<file path="config.mk">
export PLATFORM = sky130hd
export DESIGN_NAME = pwm_timer
export DESIGN_NICKNAME = d
export VERILOG_FILES = /design/src/rtl/pwm_timer_pkg.sv /design/src/rtl/pwm_mode_decode.sv /design/src/rtl/pwm_counter.sv /design/src/rtl/pwm_compare.sv /design/src/rtl/pwm_wave.sv /design/src/rtl/pwm_timer.sv
export SDC_FILE = /design/constraint.sdc
export NUM_CORES = 1
export LEC_CHECK = 0
export CAP_MARGIN = 20
export CORE_ASPECT_RATIO = 1.2
export CORE_MARGIN = 2
export CORE_UTILIZATION = 45
export DETAILED_ROUTE_END_ITERATION = 10
export GPL_ROUTABILITY_DRIVEN = 0
export PLACE_DENSITY_LB_ADDON = 0.3
export SLEW_MARGIN = 40
export SYNTH_ARGS = -nofsm -noshare
export SYNTH_HDL_FRONTEND = slang
export SYNTH_SLANG_ARGS = --single-unit
</file>
<file path="constraint.sdc">
create_clock -name clk -period 6.8 [get_ports clk]
set_input_delay 1.02 -clock clk [delete_from_list [all_inputs] [get_ports clk]]
set_output_delay 1.02 -clock clk [all_outputs]
set_load 0.01 [all_outputs]
</file>
<file path="src/rtl/pwm_timer_pkg.sv">
// Package: shared types for the multi-mode PWM timer.
// Assumes: counter width of at least 10 bits, so that the fixed ceilings fit.
package pwm_timer_pkg;

    // Counting style selected by the mode code.
    typedef enum logic [2:0] {
        KIND_HOLD,
        KIND_FREE,
        KIND_CLR,
        KIND_FAST,
        KIND_DUAL
    } cnt_kind_t;

    // Source of the counting ceiling.
    typedef enum logic [2:0] {
        TOP_MAX,
        TOP_FIX8,
        TOP_FIX9,
        TOP_FIX10,
        TOP_CMP,
        TOP_CAP
    } top_src_t;

    // Moment at which the shadow compare value becomes active.
    typedef enum logic [1:0] {
        UPD_NOW,
        UPD_TOP,
        UPD_BOT,
        UPD_NEVER
    } upd_pt_t;

    // Count point that raises the overflow pulse.
    typedef enum logic [1:0] {
        FLG_MAX,
        FLG_TOP,
        FLG_BOT,
        FLG_NONE
    } flg_pt_t;

    // Full decoded configuration for one mode code.
    typedef struct packed {
        cnt_kind_t kind;
        top_src_t  top_src;
        upd_pt_t   upd;
        flg_pt_t   flg;
    } mode_cfg_t;

endpackage

</file>
<file path="src/rtl/pwm_mode_decode.sv">
// Module: pwm_mode_decode
// Maps the 4-bit mode code onto counting style, ceiling source,
// compare update point and overflow point.
// Assumes: purely combinational; code 13 is reserved and decodes to hold.
module pwm_mode_decode
    import pwm_timer_pkg::*;
(
    input  logic [3:0] mode_i,
    output mode_cfg_t  cfg_o
);

    // Table lookup of the per-mode configuration.
    always_comb begin
        case (mode_i)
            4'd0:    cfg_o = '{KIND_FREE, TOP_MAX,   UPD_NOW,   FLG_MAX};
            4'd1:    cfg_o = '{KIND_DUAL, TOP_FIX8,  UPD_TOP,   FLG_BOT};
            4'd2:    cfg_o = '{KIND_DUAL, TOP_FIX9,  UPD_TOP,   FLG_BOT};
            4'd3:    cfg_o = '{KIND_DUAL, TOP_FIX10, UPD_TOP,   FLG_BOT};
            4'd4:    cfg_o = '{KIND_CLR,  TOP_CMP,   UPD_NOW,   FLG_MAX};
            4'd5:    cfg_o = '{KIND_FAST, TOP_FIX8,  UPD_BOT,   FLG_TOP};
            4'd6:    cfg_o = '{KIND_FAST, TOP_FIX9,  UPD_BOT,   FLG_TOP};
            4'd7:    cfg_o = '{KIND_FAST, TOP_FIX10, UPD_BOT,   FLG_TOP};
            4'd8:    cfg_o = '{KIND_DUAL, TOP_CAP,   UPD_BOT,   FLG_BOT};
            4'd9:    cfg_o = '{KIND_DUAL, TOP_CMP,   UPD_BOT,   FLG_BOT};
            4'd10:   cfg_o = '{KIND_DUAL, TOP_CAP,   UPD_TOP,   FLG_BOT};
            4'd11:   cfg_o = '{KIND_DUAL, TOP_CMP,   UPD_TOP,   FLG_BOT};
            4'd12:   cfg_o = '{KIND_CLR,  TOP_CAP,   UPD_NOW,   FLG_MAX};
            4'd14:   cfg_o = '{KIND_FAST, TOP_CAP,   UPD_BOT,   FLG_TOP};
            4'd15:   cfg_o = '{KIND_FAST, TOP_CMP,   UPD_BOT,   FLG_TOP};
            default: cfg_o = '{KIND_HOLD, TOP_MAX,   UPD_NEVER, FLG_NONE};
        endcase
    end

endmodule

</file>
<file path="src/rtl/pwm_counter.sv">
// Module: pwm_counter
// Holds the count and the dual-slope direction, and produces the
// end-of-range indications and the registered overflow pulse.
// Assumes: top_i is stable across the tick it is compared against;
// synchronous active-low reset.
module pwm_counter
    import pwm_timer_pkg::*;
#(
    parameter int CNT_W = 16
) (
    input  logic             clk,
    input  logic             rst_n,
    input  logic             tick_i,
    input  cnt_kind_t        kind_i,
    input  flg_pt_t          flg_i,
    input  logic [CNT_W-1:0] top_i,
    output logic [CNT_W-1:0] cnt_o,
    output logic             dir_up_o,
    output logic             at_top_o,
    output logic             at_bot_o,
    output logic             ovf_o
);

    localparam logic [CNT_W-1:0] CNT_MAX = {CNT_W{1'b1}};
    localparam logic [CNT_W-1:0] ONE     = CNT_W'(1);

    logic [CNT_W-1:0] cnt_q, cnt_d;
    logic             dir_q, dir_d;
    logic             flg_hit;

    // End-of-range indications against the current ceiling.
    always_comb begin
        at_top_o = (cnt_q == top_i);
        at_bot_o = (cnt_q == '0);
    end

    // Next count and direction for the selected counting style.
    always_comb begin
        cnt_d = cnt_q;
        dir_d = 1'b1;
        case (kind_i)
            KIND_FREE: cnt_d = cnt_q + ONE;
            KIND_CLR,
            KIND_FAST: cnt_d = at_top_o ? '0 : cnt_q + ONE;
            KIND_DUAL: begin
                if (top_i == '0) begin
                    cnt_d = '0;
                    dir_d = 1'b1;
                end else if (dir_q) begin
                    if (cnt_q >= top_i) begin
                        cnt_d = cnt_q - ONE;
                        dir_d = 1'b0;
                    end else begin
                        cnt_d = cnt_q + ONE;
                        dir_d = 1'b1;
                    end
                end else begin
                    if (at_bot_o) begin
                        cnt_d = ONE;
                        dir_d = 1'b1;
                    end else begin
                        cnt_d = cnt_q - ONE;
                        dir_d = 1'b0;
                    end
                end
            end
            default: begin
                cnt_d = cnt_q;
                dir_d = dir_q;
            end
        endcase
    end

    // Count point that qualifies the overflow pulse.
    always_comb begin
        case (flg_i)
            FLG_MAX: flg_hit = (cnt_q == CNT_MAX);
            FLG_TOP: flg_hit = at_top_o;
            FLG_BOT: flg_hit = at_bot_o;
            default: flg_hit = 1'b0;
        endcase
    end

    // Count, direction and overflow registers.
    always_ff @(posedge clk) begin
        if (!rst_n) begin
            cnt_q <= '0;
            dir_q <= 1'b1;
            ovf_o <= 1'b0;
        end else begin
            ovf_o <= tick_i && flg_hit;
            if (tick_i) begin
                cnt_q <= cnt_d;
                dir_q <= dir_d;
            end
        end
    end

    assign cnt_o    = cnt_q;
    assign dir_up_o = dir_q;

    // without a tick the count is frozen.
    p_idle_count_r2: assert property (@(posedge clk) disable iff (!rst_n)
        !tick_i |=> $stable(cnt_q));

    // free mode advances by one per tick.
    p_free_step_r3: assert property (@(posedge clk) disable iff (!rst_n)
        (tick_i && kind_i == KIND_FREE) |=> (cnt_q == $past(cnt_q) + ONE));

    // clear-on-compare returns to zero after TOP.
    p_clr_wrap_r4: assert property (@(posedge clk) disable iff (!rst_n)
        (tick_i && kind_i == KIND_CLR && cnt_q == top_i) |=> (cnt_q == '0));

    // dual slope leaves bottom towards one.
    p_dual_bottom_r6: assert property (@(posedge clk) disable iff (!rst_n)
        (tick_i && kind_i == KIND_DUAL && top_i != '0 && cnt_q == '0)
        |=> (cnt_q == ONE));

    // the reserved mode holds the count.
    p_hold_count_r11: assert property (@(posedge clk) disable iff (!rst_n)
        (kind_i == KIND_HOLD) |=> $stable(cnt_q));

    // the overflow pulse always follows a tick edge.
    p_ovf_tick_r12: assert property (@(posedge clk) disable iff (!rst_n)
        ovf_o |-> $past(tick_i));

endmodule

</file>
<file path="src/rtl/pwm_compare.sv">
// Module: pwm_compare
// Shadow and active compare registers; the shadow register takes every
// write, and the active register loads at the point the mode selects.
// Assumes: at_top_i/at_bot_i reflect the count sampled on the same edge.
module pwm_compare
    import pwm_timer_pkg::*;
#(
    parameter int CNT_W = 16
) (
    input  logic             clk,
    input  logic             rst_n,
    input  logic             tick_i,
    input  upd_pt_t          upd_i,
    input  logic             at_top_i,
    input  logic             at_bot_i,
    input  logic             wr_i,
    input  logic [CNT_W-1:0] wdata_i,
    output logic [CNT_W-1:0] cmp_o
);

    logic [CNT_W-1:0] shadow_q;
    logic [CNT_W-1:0] active_q;
    logic             load_now;
    logic             load_shadow;

    // Decide whether this edge copies data into the active register.
    always_comb begin
        load_now    = (upd_i == UPD_NOW) && wr_i;
        load_shadow = tick_i && (((upd_i == UPD_TOP) && at_top_i) ||
                                 ((upd_i == UPD_BOT) && at_bot_i));
    end

    // Shadow and active compare registers.
    always_ff @(posedge clk) begin
        if (!rst_n) begin
            shadow_q <= '0;
            active_q <= '0;
        end else begin
            if (wr_i) begin
                shadow_q <= wdata_i;
            end
            if (load_now) begin
                active_q <= wdata_i;
            end else if (load_shadow) begin
                active_q <= shadow_q;
            end
        end
    end

    assign cmp_o = active_q;

    // the active value moves only on a write in immediate mode or at an update point.
    p_cmp_stable_r7: assert property (@(posedge clk) disable iff (!rst_n)
        !(wr_i && upd_i == UPD_NOW) && !(tick_i && (at_top_i || at_bot_i))
        |=> $stable(active_q));

    // the reserved mode never loads the active value.
    p_cmp_locked_r11: assert property (@(posedge clk) disable iff (!rst_n)
        (upd_i == UPD_NEVER) |=> $stable(active_q));

endmodule

</file>
<file path="src/rtl/pwm_wave.sv">
// Module: pwm_wave
// Drives the compare-match waveform for each counting style.
// Assumes: dir_up_i is the direction in force for the current count.
module pwm_wave
    import pwm_timer_pkg::*;
#(
    parameter int CNT_W = 16
) (
    input  logic             clk,
    input  logic             rst_n,
    input  logic             tick_i,
    input  cnt_kind_t        kind_i,
    input  logic [CNT_W-1:0] cnt_i,
    input  logic [CNT_W-1:0] cmp_i,
    input  logic             at_top_i,
    input  logic             dir_up_i,
    output logic             wave_o
);

    logic wave_q, wave_d;
    logic match;

    // Next waveform level for the selected counting style.
    always_comb begin
        match  = (cnt_i == cmp_i);
        wave_d = wave_q;
        case (kind_i)
            KIND_FAST: begin
                if (at_top_i) begin
                    wave_d = 1'b1;
                end else if (match) begin
                    wave_d = 1'b0;
                end
            end
            KIND_DUAL: begin
                if (match) begin
                    wave_d = !dir_up_i;
                end
            end
            KIND_FREE,
            KIND_CLR: begin
                if (match) begin
                    wave_d = !wave_q;
                end
            end
            default: wave_d = wave_q;
        endcase
    end

    // Waveform register.
    always_ff @(posedge clk) begin
        if (!rst_n) begin
            wave_q <= 1'b0;
        end else if (tick_i) begin
            wave_q <= wave_d;
        end
    end

    assign wave_o = wave_q;

    // the waveform only moves on a tick.
    p_idle_wave_r2: assert property (@(posedge clk) disable iff (!rst_n)
        !tick_i |=> $stable(wave_q));

    // the reserved mode holds the waveform.
    p_hold_wave_r11: assert property (@(posedge clk) disable iff (!rst_n)
        (kind_i == KIND_HOLD) |=> $stable(wave_q));

    // in fast mode a tick at TOP leaves the output high.
    p_fast_set_r8: assert property (@(posedge clk) disable iff (!rst_n)
        (tick_i && kind_i == KIND_FAST && at_top_i) |=> wave_q);

endmodule

</file>
<file path="src/rtl/pwm_timer.sv">
// Module: pwm_timer (top)
// Multi-mode timer: decodes the mode, selects the ceiling, and ties
// together counter, compare registers and waveform generator.
// Assumes: mode_i is changed only while rst_n is low; synchronous
// active-low reset; CNT_W of at least 10.
module pwm_timer
    import pwm_timer_pkg::*;
#(
    parameter int CNT_W = 16
) (
    input  logic             clk,
    input  logic             rst_n,
    input  logic             tick_i,
    input  logic [3:0]       mode_i,
    input  logic             cmp_wr_i,
    input  logic [CNT_W-1:0] cmp_wdata_i,
    input  logic [CNT_W-1:0] cap_val_i,
    output logic [CNT_W-1:0] count_o,
    output logic [CNT_W-1:0] cmp_o,
    output logic             wave_o,
    output logic             ovf_o
);

    localparam logic [CNT_W-1:0] TOP_8B  = CNT_W'(255);
    localparam logic [CNT_W-1:0] TOP_9B  = CNT_W'(511);
    localparam logic [CNT_W-1:0] TOP_10B = CNT_W'(1023);
    localparam logic [CNT_W-1:0] TOP_ALL = {CNT_W{1'b1}};

    mode_cfg_t        cfg;
    logic [CNT_W-1:0] top_val;
    logic [CNT_W-1:0] cnt;
    logic [CNT_W-1:0] cmp_act;
    logic             dir_up;
    logic             at_top;
    logic             at_bot;

    pwm_mode_decode u_dec (
        .mode_i (mode_i),
        .cfg_o  (cfg)
    );

    // Ceiling selection for the decoded source.
    always_comb begin
        case (cfg.top_src)
            TOP_FIX8:  top_val = TOP_8B;
            TOP_FIX9:  top_val = TOP_9B;
            TOP_FIX10: top_val = TOP_10B;
            TOP_CMP:   top_val = cmp_act;
            TOP_CAP:   top_val = cap_val_i;
            default:   top_val = TOP_ALL;
        endcase
    end

    pwm_counter #(.CNT_W(CNT_W)) u_cnt (
        .clk      (clk),
        .rst_n    (rst_n),
        .tick_i   (tick_i),
        .kind_i   (cfg.kind),
        .flg_i    (cfg.flg),
        .top_i    (top_val),
        .cnt_o    (cnt),
        .dir_up_o (dir_up),
        .at_top_o (at_top),
        .at_bot_o (at_bot),
        .ovf_o    (ovf_o)
    );

    pwm_compare #(.CNT_W(CNT_W)) u_cmp (
        .clk      (clk),
        .rst_n    (rst_n),
        .tick_i   (tick_i),
        .upd_i    (cfg.upd),
        .at_top_i (at_top),
        .at_bot_i (at_bot),
        .wr_i     (cmp_wr_i),
        .wdata_i  (cmp_wdata_i),
        .cmp_o    (cmp_act)
    );

    pwm_wave #(.CNT_W(CNT_W)) u_wave (
        .clk      (clk),
        .rst_n    (rst_n),
        .tick_i   (tick_i),
        .kind_i   (cfg.kind),
        .cnt_i    (cnt),
        .cmp_i    (cmp_act),
        .at_top_i (at_top),
        .dir_up_i (dir_up),
        .wave_o   (wave_o)
    );

    assign count_o = cnt;
    assign cmp_o   = cmp_act;

    // the cycle after a reset edge shows the idle state.
    p_reset_state_r1: assert property (@(posedge clk)
        !rst_n |=> (count_o == '0 && cmp_o == '0 && !wave_o && !ovf_o));

endmodule

</file>
==> flow_summary_export.csv <==
group,metric,value,unit
clocking,clock_sinks,51,
clocking,cts_tree,"built",
worst_setup_path,path_depth,14,
yosys,async_flop_share,0,%
route,wirelength_met1,4820,um
clocking,cts_buffer_depth,2,
global_routing,grt_max_degree,39,
route,viasPerCell,6.18,
place,portBuffers,73,
layout,fillers,812,
run_status,outcome,"finished, final reports clean",
sta,whs,0.505,ns
worst_setup_path,crit_family,"simple AND/OR/NAND/NOR gates",
yosys,ys_seq_area_share,26.4,%
clocking,numCtsBuffers,5,
layout,finalInstanceArea,0.00468,sq mm
route,routed-wl-met2,5900,um
worst_setup_path,path_class,"primary input to register",
yosys,ys_ff_latch,51,
route,top_layer,"met4",
route,met3_length,685,um
floorplan,rows,37,
route,route.detailed.drc,0,
sta,setup_viol,0,
worst_setup_path,start_kind,"primary input",
pwr,vdd_drop_max,0.0880,mV
pwr,p_leak,1.84,nW
hold_path,worstHoldPathCells,2,
pwr,power,0.000857,W
worst_setup_path,critPathArrivalTime,5.87,ns
sta,max_freq,178,MHz
clocking,h-tree-depth,2,
worst_setup_path,path_max_fanout,21,
layout,antenna_cells,0,
global_routing,grt-ovfl-total,0,
job,maxCapViolCount,0,
yosys,synth_edf_count,0,
worst_setup_path,cp_common_cell,"a2111oi_0",
worst_setup_path,crit_path_max_incr_delay,0.88,ns
layout,area_delta_synth_final,21.1,%
sta,max_slew_margin,48.4,%
yosys,synth_area,0.00386,sq mm
layout,drive_above_1_share,4.66,%
worst_setup_path,end_kind,"register",
floorplan,die_w,88.6,um
yosys,syn_nets,554,
layout,final_common_cell,"clkdlybuf4s50_1",
yosys,synthFlopType,"dfxtp_1",
sta,slew_violations,0,
sta,period_share,82.5,%
yosys,yosysWarningCount,0,
floorplan,die_h,106,um
yosys,yosys.cell_types.count,64,
place,post-dp-hpwl,8760,um
worst_setup_path,crit_chain,"clkdlybuf4s50_1, nor3_2, nand2b_1, a2111oi_0, ha_1, nand4_1, nor4_1, buf_4, nor4b_1, or4b_2, inv_1, a31oi_4, a2111oi_0, a31o_2",
yosys,syn_inst,495,
floorplan,die-area,0.00935,sq mm
route,drt_iter0_markers,215,
floorplan,ios,74,
sta,hold_violations,0,
sta,rsz0062_at_grt,"no",
sta,worst_pin_slew,0.772,ns
floorplan,core_area,0.00847,sq mm
layout,nNetsFinal,596,
worst_setup_path,rr_worst_depth,11,
route,wl_per_cell,18.2,um
route,dr.pass1.iters,5,
floorplan,start_util,45.6,%
worst_setup_path,crit_buf_inv,3,
layout,finish.utilization,55.2,%
worst_setup_path,slowest_stage,"clkdlybuf4s50_1",
place,dpl-instance-area,0.00457,sq mm
route,vias,4044,
pwr,p_per_area,183,mW/mm^2
yosys,synth_area_per_cell,7.81,sq um
clocking,root_buffer,"clkbuf_8",
clocking,cts_setup_buffers,0,
route,ant_nets,0,
global_routing,grt_pass1_wl,19100,um
clocking,clkLatencyLatePin,0.32,ns
route,wl,11900,um
sta,finClkSkew,0.0108,ns
worst_setup_path,required,7.07,ns
sta,final.setup.tns,0,ns
global_routing,grt_pass1_vias,3923,
sta,period_minus_slack,5.61,ns
hold_path,worstHoldPathType,"register to register",
layout,layout_common_cells,"clkdlybuf4s50_1 (73), dfxtp_1 (51), nor2_1 (46)",
global_routing,antenna_found_initial,0,
clocking,cts_resized,0,
global_routing,grt_usage,25.7,%
clocking,clk_pin_slew,0.10,ns
clocking,hold_buffers,0,
==> area by class of cell <==
cell class / instances / area, sq um / share of cell area, %
multi-input cells: 394 / 2620 / 56.0
clock inverters: 2 / 37.5 / 0.802
well taps: 117 / 146 / 3.13
flip-flops and latches: 51 / 1020 / 21.8
inverters: 9 / 33.8 / 0.722
repair buffers: 76 / 753 / 16.1
clock buffers: 5 / 68.8 / 1.47
==> Yosys cell counts, drive strengths merged, types with 10 or more instances <==
cell    instances  area (sq um)
ha             19           238
nand2          42           158
dfxtp          51          1020
xor2           21           184
nor2           47           176
nor3           13          70.1
a21oi          38           190
o21ai          15          75.1
nand3          17          85.1
buf            10          78.8
clkbuf         31           116
a22oi          21           158
mux2i          21           210
==> where the power goes <==
group,internal (W),total (W),switching (W)
clock,0.000108,0.000218,0.000111
combinational,0.000131,0.000288,0.000157
sequential,0.000317,0.000350,0.0000337
==> worst paths after layout <==
path | from | endpoint | slack, ns
setup / recovery | mode_i[3] | u_cnt.cnt_o[8] | 1.19
hold / removal | u_cmp.shadow_q[10] | u_cmp.shadow_q[10] | 0.50
setup reg to reg | u_cmp.cmp_o[12] | u_cnt.cnt_o[8] | 2.86
hold reg to reg | u_cmp.shadow_q[10] | u_cmp.shadow_q[10] | 0.50
==> flip-flops by register name, summed over array words and instances, names as in the netlist <==
signal / count
u_cnt.dir_up_o: 1
u_cnt.ovf_o: 1
u_wave.wave_o: 1
u_cmp.cmp_o: 16
u_cnt.cnt_o: 16
u_cmp.shadow_q: 16
==> cell families (layout without fill, tap and decap cells) <==
group / count (synthesis) / in the layout / synth area share, %
and+or+nand+nor: 183 / 183 / 23.8
AOI/OAI and AO/OA: 144 / 144 / 26.0
DFF: 51 / 51 / 26.4
buffers and inverters: 50 / 92 / 5.93
xor gates and xnor gates: 25 / 25 / 5.67
muxes: 23 / 23 / 6.02
adders and majority gates: 19 / 19 / 6.15
==> per-layer routing <==
| metal | global-route usage, % | up-vias |
|---|---|---|
| li1 | - | 1922 |
| met1 | 32.8 | 1903 |
| met2 | 42.3 | 177 |
| met3 | 3.13 | 42 |
| met4 | 12.0 | 0 |
| met5 | 0 | - |
==> through the flow <==
step,setup slack (ns),std cells
after floorplan,2.41,495
after detailed placement,0.912,647
after CTS,1.25,654
final,1.19,654
after global placement,1.20,647
after global routing,0.906,654
==> tightest hold or removal path, delay by kind of cell, from the launching register on <==
kind | cells | cell delay (ns)
simple gates | 1 | 0.07
mux | 1 | 0.07
flops | 1 | 0.34
Power figures use the tool's default switching activity.
